`src/rtl/dma_cs_pkg.sv`:
```
package dma_cs_pkg;

  typedef enum logic [2:0] {
    ST_IDLE,
    ST_REQ,
    ST_FETCH,
    ST_STORE,
    ST_RELEASE,
    ST_DONE
  } dmaState_t;

  typedef struct packed {
    logic cfgOpen;    // registers may be written
    logic latchData;  // capture source word
    logic stepWord;   // advance address, decrement count
    logic setIrq;     // raise completion flag
  } dpStrobe_t;

  localparam logic [1:0] REG_CTRL    = 2'd0;
  localparam logic [1:0] REG_IOADDR  = 2'd1;
  localparam logic [1:0] REG_MEMADDR = 2'd2;
  localparam logic [1:0] REG_COUNT   = 2'd3;

  localparam int CTRL_START = 0;
  localparam int CTRL_DIR   = 1;
  localparam int CTRL_IRQ   = 2;

endpackage

```
`src/rtl/dma_ctrl.sv`:
```
module dma_ctrl
  import dma_cs_pkg::*;
(
  input  logic       clk,
  input  logic       rstN,
  input  logic       startReq,
  input  logic       countZero,
  input  logic       busGrant,
  input  logic       fetchDone,
  input  logic       storeDone,
  output logic       busReq,
  output logic       intInhibit,
  output logic       fetchPhase,
  output logic       storePhase,
  output logic       busy,
  output dpStrobe_t  strobe
);

  dmaState_t state, nextState;

  always_ff @(posedge clk or negedge rstN) begin
    if (!rstN) state <= ST_IDLE;
    else       state <= nextState;
  end

  always_comb begin
    nextState = state;
    unique case (state)
      ST_IDLE:    if (startReq) nextState = countZero ? ST_DONE : ST_REQ;
      ST_REQ:     if (busGrant) nextState = ST_FETCH;
      ST_FETCH:   if (fetchDone) nextState = ST_STORE;
      ST_STORE:   if (storeDone) nextState = ST_RELEASE;
      ST_RELEASE: nextState = countZero ? ST_DONE : ST_REQ;
      ST_DONE:    nextState = ST_IDLE;
      default:    nextState = ST_IDLE;
    endcase
  end

  assign fetchPhase = (state == ST_FETCH);
  assign storePhase = (state == ST_STORE);
  assign busReq     = (state == ST_REQ) || fetchPhase || storePhase;
  assign intInhibit = fetchPhase || storePhase;
  assign busy       = (state != ST_IDLE);

  always_comb begin
    strobe           = '0;
    strobe.cfgOpen   = (state == ST_IDLE);
    strobe.latchData = fetchPhase && fetchDone;
    strobe.stepWord  = storePhase && storeDone;
    strobe.setIrq    = (state == ST_DONE);
  end

endmodule

```
`src/rtl/dma_datapath.sv`:
```
module dma_datapath
  import dma_cs_pkg::*;
#(
  parameter int DATA_W    = 16,
  parameter int ADDR_W    = 16,
  parameter int IO_W      = 8,
  parameter int CNT_W     = 16,
  parameter int ADDR_STEP = 2
) (
  input  logic              clk,
  input  logic              rstN,
  input  dpStrobe_t         strobe,
  input  logic              fetchPhase,
  input  logic              storePhase,
  input  logic              busy,
  input  logic              regWe,
  input  logic [1:0]        regAddr,
  input  logic [DATA_W-1:0] regWdata,
  output logic [DATA_W-1:0] regRdata,
  output logic              startReq,
  output logic              countZero,
  output logic              fetchDone,
  output logic              storeDone,
  output logic              irq,
  output logic              memValid,
  output logic              memWrite,
  output logic [ADDR_W-1:0] memAddr,
  output logic [DATA_W-1:0] memWdata,
  input  logic [DATA_W-1:0] memRdata,
  input  logic              memReady,
  output logic              ioValid,
  output logic              ioWrite,
  output logic [IO_W-1:0]   ioAddr,
  output logic [DATA_W-1:0] ioWdata,
  input  logic [DATA_W-1:0] ioRdata,
  input  logic              ioReady
);

  localparam logic [ADDR_W-1:0] STEP = ADDR_W'(ADDR_STEP);
  localparam logic [CNT_W-1:0]  ONE  = CNT_W'(1);

  logic [IO_W-1:0]   ioAddrReg;
  logic [ADDR_W-1:0] memAddrReg;
  logic [CNT_W-1:0]  countReg;
  logic [DATA_W-1:0] holdData;
  logic              dirReg;     // 1: memory to device
  logic              irqFlag;
  logic              ctrlWr;

  assign ctrlWr   = regWe && (regAddr == REG_CTRL);
  assign startReq = ctrlWr && regWdata[CTRL_START];
  assign countZero = (countReg == '0);

  // configuration registers, open only while idle
  always_ff @(posedge clk or negedge rstN) begin
    if (!rstN) begin
      ioAddrReg  <= '0;
      memAddrReg <= '0;
      countReg   <= '0;
      dirReg     <= 1'b0;
    end else if (strobe.cfgOpen) begin
      if (regWe) begin
        unique case (regAddr)
          REG_CTRL:    dirReg     <= regWdata[CTRL_DIR];
          REG_IOADDR:  ioAddrReg  <= IO_W'(regWdata);
          REG_MEMADDR: memAddrReg <= ADDR_W'(regWdata);
          REG_COUNT:   countReg   <= CNT_W'(regWdata);
          default: ;
        endcase
      end
    end else if (strobe.stepWord) begin
      memAddrReg <= memAddrReg + STEP;
      countReg   <= countReg - ONE;
    end
  end

  always_ff @(posedge clk or negedge rstN) begin
    if (!rstN)                 holdData <= '0;
    else if (strobe.latchData) holdData <= dirReg ? memRdata : ioRdata;
  end

  always_ff @(posedge clk or negedge rstN) begin
    if (!rstN)                                  irqFlag <= 1'b0;
    else if (strobe.setIrq)                     irqFlag <= 1'b1;
    else if (ctrlWr && regWdata[CTRL_IRQ])      irqFlag <= 1'b0;
  end

  // port steering by direction
  assign memValid  = (fetchPhase && dirReg) || (storePhase && !dirReg);
  assign memWrite  = storePhase && !dirReg;
  assign ioValid   = (fetchPhase && !dirReg) || (storePhase && dirReg);
  assign ioWrite   = storePhase && dirReg;
  assign memAddr   = memAddrReg;
  assign ioAddr    = ioAddrReg;
  assign memWdata  = holdData;
  assign ioWdata   = holdData;
  assign fetchDone = fetchPhase && (dirReg ? memReady : ioReady);
  assign storeDone = storePhase && (dirReg ? ioReady : memReady);
  assign irq       = irqFlag;

  always_comb begin
    unique case (regAddr)
      REG_CTRL:    regRdata = DATA_W'({irqFlag, dirReg, busy});
      REG_IOADDR:  regRdata = DATA_W'(ioAddrReg);
      REG_MEMADDR: regRdata = DATA_W'(memAddrReg);
      default:     regRdata = DATA_W'(countReg);
    endcase
  end

endmodule

```
`src/rtl/dma_cycle_steal.sv`:
```
module dma_cycle_steal
  import dma_cs_pkg::*;
#(
  parameter int DATA_W    = 16,
  parameter int ADDR_W    = 16,
  parameter int IO_W      = 8,
  parameter int CNT_W     = 16,
  parameter int ADDR_STEP = 2
) (
  input  logic              clk,
  input  logic              rstN,
  input  logic              regWe,
  input  logic [1:0]        regAddr,
  input  logic [DATA_W-1:0] regWdata,
  output logic [DATA_W-1:0] regRdata,
  output logic              busReq,
  input  logic              busGrant,
  output logic              intInhibit,
  output logic              irq,
  output logic              memValid,
  output logic              memWrite,
  output logic [ADDR_W-1:0] memAddr,
  output logic [DATA_W-1:0] memWdata,
  input  logic [DATA_W-1:0] memRdata,
  input  logic              memReady,
  output logic              ioValid,
  output logic              ioWrite,
  output logic [IO_W-1:0]   ioAddr,
  output logic [DATA_W-1:0] ioWdata,
  input  logic [DATA_W-1:0] ioRdata,
  input  logic              ioReady
);

  dpStrobe_t strobe;
  logic startReq, countZero, fetchDone, storeDone;
  logic fetchPhase, storePhase, busy;

  dma_ctrl ctrl_i (
    .clk        (clk),
    .rstN       (rstN),
    .startReq   (startReq),
    .countZero  (countZero),
    .busGrant   (busGrant),
    .fetchDone  (fetchDone),
    .storeDone  (storeDone),
    .busReq     (busReq),
    .intInhibit (intInhibit),
    .fetchPhase (fetchPhase),
    .storePhase (storePhase),
    .busy       (busy),
    .strobe     (strobe)
  );

  dma_datapath #(
    .DATA_W    (DATA_W),
    .ADDR_W    (ADDR_W),
    .IO_W      (IO_W),
    .CNT_W     (CNT_W),
    .ADDR_STEP (ADDR_STEP)
  ) dp_i (
    .clk        (clk),
    .rstN       (rstN),
    .strobe     (strobe),
    .fetchPhase (fetchPhase),
    .storePhase (storePhase),
    .busy       (busy),
    .regWe      (regWe),
    .regAddr    (regAddr),
    .regWdata   (regWdata),
    .regRdata   (regRdata),
    .startReq   (startReq),
    .countZero  (countZero),
    .fetchDone  (fetchDone),
    .storeDone  (storeDone),
    .irq        (irq),
    .memValid   (memValid),
    .memWrite   (memWrite),
    .memAddr    (memAddr),
    .memWdata   (memWdata),
    .memRdata   (memRdata),
    .memReady   (memReady),
    .ioValid    (ioValid),
    .ioWrite    (ioWrite),
    .ioAddr     (ioAddr),
    .ioWdata    (ioWdata),
    .ioRdata    (ioRdata),
    .ioReady    (ioReady)
  );

endmodule

```
`config.mk`:
```
export PLATFORM = sky130hd
export DESIGN_NAME = dma_cycle_steal
export DESIGN_NICKNAME = d
export VERILOG_FILES = /design/src/rtl/dma_cs_pkg.sv /design/src/rtl/dma_ctrl.sv /design/src/rtl/dma_datapath.sv /design/src/rtl/dma_cycle_steal.sv
export SDC_FILE = /design/constraint.sdc
export NUM_CORES = 1
export LEC_CHECK = 0
export ABC_AREA = 1
export CORE_MARGIN = 2
export CORE_UTILIZATION = 50
export DETAILED_ROUTE_END_ITERATION = 6
export GPL_TIMING_DRIVEN = 0
export MAX_ROUTING_LAYER = met4
export PLACE_DENSITY = 0.94
export SYNTH_ARGS = -nofsm -noshare
export SYNTH_HDL_FRONTEND = slang
export SYNTH_SLANG_ARGS = --single-unit
```
`constraint.sdc`:
```
create_clock -name clk -period 3.9 [get_ports clk]
set_input_delay 0.585 -clock clk [delete_from_list [all_inputs] [get_ports clk]]
set_output_delay 0.585 -clock clk [all_outputs]
set_load 0.01 [all_outputs]
```
* After elaboration in Yosys (flattened, before gate mapping)
Cells that the tools add are included.
W data, S select, Z words.
** Word-level totals
- Output and inout port bits :: 79
- Register bits :: 61
** Cells by class
- Reductions and logical operators :: 28
- Eq/ne operators :: 15
- Add/subtract/negate cells :: 2
- Multiplexer cells :: 20
** Operators with widths (number)
- $mux W16 :: 9
- $pmux W16 S3 :: 1
- $add A16 B2 Y16 const B :: 1
- $logic_not A16 Y1 :: 1
- $sub A16 B1 Y16 const B :: 1
- $mux W3 :: 5
- $pmux W3 S5 :: 1
- $reduce_and A3 Y1 :: 4
- $logic_and A1 B1 Y1 :: 11
- $ne A2 B1 Y1 const B :: 5
- $eq A3 B2 Y1 const B :: 2
- $eq A3 B3 Y1 const B :: 2
- $logic_or A1 B1 Y1 :: 5
- $eq A2 B2 Y1 const B :: 2
- $mux W1 :: 4
- $ne A2 B2 Y1 const B :: 2
- $reduce_and A4 Y1 :: 1
- $reduce_bool A2 Y1 :: 2
- $eq A3 B1 Y1 const B :: 1
- $logic_not A3 Y1 :: 1
- $reduce_bool A3 Y1 :: 1
- $eq A2 B1 Y1 const B :: 1
- $logic_not A2 Y1 :: 1
- $logic_not A1 Y1 :: 1

* Logic depth before layout (Yosys ltp)
- Word-level depth :: 5
- Mapped depth :: 10
- Mapped depth without buffers :: 10

* Hierarchy
Synthesis repeated with hierarchy kept, for this count alone.
** Unflattened totals
- Cell total of the unflattened synthesis :: 571
- Area, all modules :: 3958.8 um^2
** Modules (own cells, without submodules)
- dma_datapath :: instances 1, area each 3692.3 um^2, seq. area each 1451.4 um^2, cells each 530
- dma_ctrl :: instances 1, area each 266.5 um^2, seq. area each 75.1 um^2, cells each 41

* Worst setup path before layout
OpenSTA, ideal clock, no wires.
- Path kind :: in2out
- From :: in regAddr[1]
- To :: out regRdata[11]
- Path buffers :: 1
- Slack :: 1.968 ns
- Arrival time :: 1.347 ns
- Stages on the path :: 5
- Cell sequence :: inv_1 > nor2_2 > inv_1 > clkbuf_1 > o21ai_0
** Between the ends
- Word-level cells in the longest chain between the ends :: 2
- Elaborated cells on any way between the ends :: 4
- Those cells by class :: 2 x eq/ne; 1 x mux; 1 x reduce/logical
** Ends and longest elaborated chain
- from (decl) :: RTL line dma_cycle_steal.sv:13 : input logic [1:0] regAddr,
- $eq A2 B2 Y1, or another cell as far along :: RTL line dma_datapath.sv:102 : unique case (regAddr)
- $pmux W16 S3 * :: RTL line dma_datapath.sv:102
- to (decl) :: RTL line dma_cycle_steal.sv:15 : output logic [DATA_W-1:0] regRdata,
Mark *: on every way between the ends. The rest lies on a longest branch, timed or not.

* Worst setup path after layout
- From :: in regAddr[1]
- To :: out regRdata[5]
The elaborated chain is that of the path after synthesis.

==> key figures <==
CTS
  – Hold Buf Count CTS: 0
  – Clock latency on the worst-skew pair: 0.35 ns
  – H-tree levels: 3
  – Clock-pin slew on the worst setup and hold paths: 0.07 ns
  – Max Buffers Root-to-Sink: 2
  – Sink Count: 61
  – CTS tree: built
  – CTS buffer count: 9
  – CTS-repair resized insts: 0
  – Post-CTS Setup Repair Bufs: 0
  – Root Driver: clkbuf_8

Pwr
  – Leakage power: 2.657 nW
  – Internal power: 2.439 mW
  – Power Total: 4.467 mW
  – PwrDens: 796.8 nW/um^2
  – Seq pwr share: 28.8%
  – Clock power frac: 10.8%
  – Switching Power: 2.028 mW
  – Worst ir drop on vdd: 374.1 uV
  – Logic pwr share: 60.4%
  – Switch share: 45.40%

Floorplanning
  – Initial Utilization: 51.56%
  – Standard-cell rows: 32
  – Die width: 93.04 microns
  – IO Count: 135
  – Die Span Y: 93.04 microns
  – Core Box Area: 7687 sq um
  – Die area: 8656 sq um

Timing
  – Slew Viols, Final: 0
  – Total Neg Setup Slack: 0 ns
  – Fin. Hold Viols: 0
  – Relative slew slack: 51.87%
  – Setup Skew: 0.006135 ns
  – Final Cycle Share: 86.05%
  – Fmax achieved: 298.0 MHz
  – Setup ws final: 0.5439 ns
  – Unrepaired setup endpoints after global routing: no
  – Worst-Margin Slew: 0.7220 ns
  – Final setup fails: 0
  – Tmin final: 3.356 ns

Routing
  – Vias: 4613
  – WL final: 13160 microns
  – Initial drt markers: 392
  – Number of remaining DRC errors: 0
  – Drt wl/cell: 15.64 microns
  – Post-DRT Antenna Nets: 0
  – Avg Vias per Cell: 5.485
  – First-pass DRT Iterations: 5

Place
  – PortBufs: 134
  – Gp weighted congestion: 0.8949
  – Placed cell count: 825
  – Place WS: 0.5991 ns
  – Post-DP HPWL: 9967 microns

Synth
  – Leading area contributor after synthesis: dfrtp_1
  – Syn Inst Count: 588
  – Synth Register Bits: 61
  – Sequential fraction of the synthesis area: 38.51%
  – Mapped Nets: 646
  – Share of the synthesized area in the top cell type: 38.51%
  – Mean Syn Cell Area: 6.741 sq um
  – Synthesis warning total: 0
  – Cell Area, Synth: 3964 sq um
  – Distinct cells, synth: 31
  – Synth area leaders: dfrtp_1 39%, nand2_1 16%, nor2_1 9.1%

Final layout
  – Share of layout cells above drive strength 1: 9.472%
  – P&R area growth vs syn: 41.41%
  – Nets: 792
  – Most frequent cells in the layout: 169 x nand2_1, 133 x clkdlybuf4s50_1, 96 x nor2_1
  – Final Non-Filler Cells: 841
  – N_diodes: 0
  – Fill cell count: 600
  – Commonest non-fill, non-tap cell in the layout: nand2_1

Global routing
  – Total congestion overflow: 0
  – First-pass GRT wire length: 21110 microns
  – Total GRT Usage: 31.88%
  – Antenna violations before repair: 0
  – Largest net degree at the start of global routing: 33
  – Vias in the first global route: 4363

Setup path
  – Req. time, crit path: 3.31 ns
  – CP endpoint kind: output port
  – R2r setup slk: 2.16 ns
  – Crit path launch type: input port
  – Worst Setup Path Type: in -> out
  – Reg2reg end: ctrl_i.state[2]
  – Reg2reg path depth: 8
  – Crit path max fanout: 10
  – WP data arrival: 2.77 ns
  – FF-to-FF Start: dp_i.countReg[0]

Outcome
  – Status: complete, no violations

Hold path
  – Tightest Hold Check Type: in -> async

Run
  – MaxCap Viol Count: 0
power by group through the flow:
stage,Sequential (mW),Clock (mW),Combinational [mW]
after floorplan,1.30,0,1.42
after global placement,1.26,0,2.58
after detailed placement,1.28,0,2.67
after CTS,1.27,0.482,2.68
after global routing,1.33,0.513,2.95
final,1.28,0.484,2.70
worst max-delay path by stage:
stage                     cells past startpoint       start         endpoint
after floorplan                               5  regAddr[1]     regRdata[11]
after global placement                        1        rstN  dp_i.ioWdata[0]
after detailed placement                      7  regAddr[1]      regRdata[5]
after CTS                                     7  regAddr[1]      regRdata[5]
after global routing                          7  regAddr[1]      regRdata[5]
final                                         7  regAddr[1]      regRdata[5]
cells by family (layout without fill, tap and decap cells):
group | count (synthesis) | after routing | synth area share (%)
and+or+nand+nor | 314 | 314 | 32.61
buffers and inverters | 104 | 255 | 12.47
AOI/OAI and AO/OA | 103 | 103 | 14.90
DFF | 61 | 61 | 38.51
xor gates and xnor gates | 4 | 4 | 0.8837
adders and majority gates | 2 | 2 | 0.6312
synth_stat cells, drive strengths merged:
library cell	number
ha	2
nor3	2
nand2	173
clkbuf	4
o21bai	2
nand4	6
xor2	4
nor2	103
dfrtp	61
a221oi	2
o221ai	5
nand3b	2
nand3	28
o21ai	45
inv	68
buf	32
a31oi	16
a21oi	26
o22ai	7
routing by layer:
metal | routed length, microns | part of all wire [%] | global-route usage (%) | up-vias
li1 | - | - | - | 2161
met1 | 5255 | 40 | 39.00 | 2130
met2 | 6354 | 48 | 53.44 | 283
met3 | 1187 | 9.0 | 6.446 | 39
met4 | 357 | 2.7 | 10.17 | 0
met5 | 0 | 0 | - | -
worst max-delay path: stages:
cell             delay, ns
clkdlybuf4s50_1       0.54
inv_1                 0.07
nor2_2                0.29
inv_1                 0.14
clkbuf_1              0.27
o221ai_1              0.28
clkdlybuf4s50_1       0.59
flip-flops by register name, summed over array words and instances (netlist names):
register / count
dp_i.irq: 1
dp_i.memAddr: 16
dp_i.dirReg: 1
dp_i.countReg: 16
dp_i.ioWdata: 16
dp_i.ioAddr: 8
ctrl_i.state: 3
per-stage QoR:
step                      cell area (sq um)  hold slack [ns]  utilization, %
final                                  5605           0.2882           72.92
after global routing                   5605           0.3407           72.92
after CTS                              5605           0.3056           72.92
after detailed placement               5448           0.5264           70.87
after global placement                 5433           0.5138           70.67
after floorplan                        3964           0.2894               -
final cells by class:
cell class	instances	area [sq um]	share of cell area (%)
multi-input combinational	423	1943	34.67
clock buffer	10	127.6	2.277
inverter	68	260.3	4.643
sequential	61	1526	27.23
buffer	36	234.0	4.174
tap	102	127.6	2.277
timing repair buffer	135	1356	24.20
clock inverter	6	30.03	0.5357
Power figures use the tool's default switching activity.
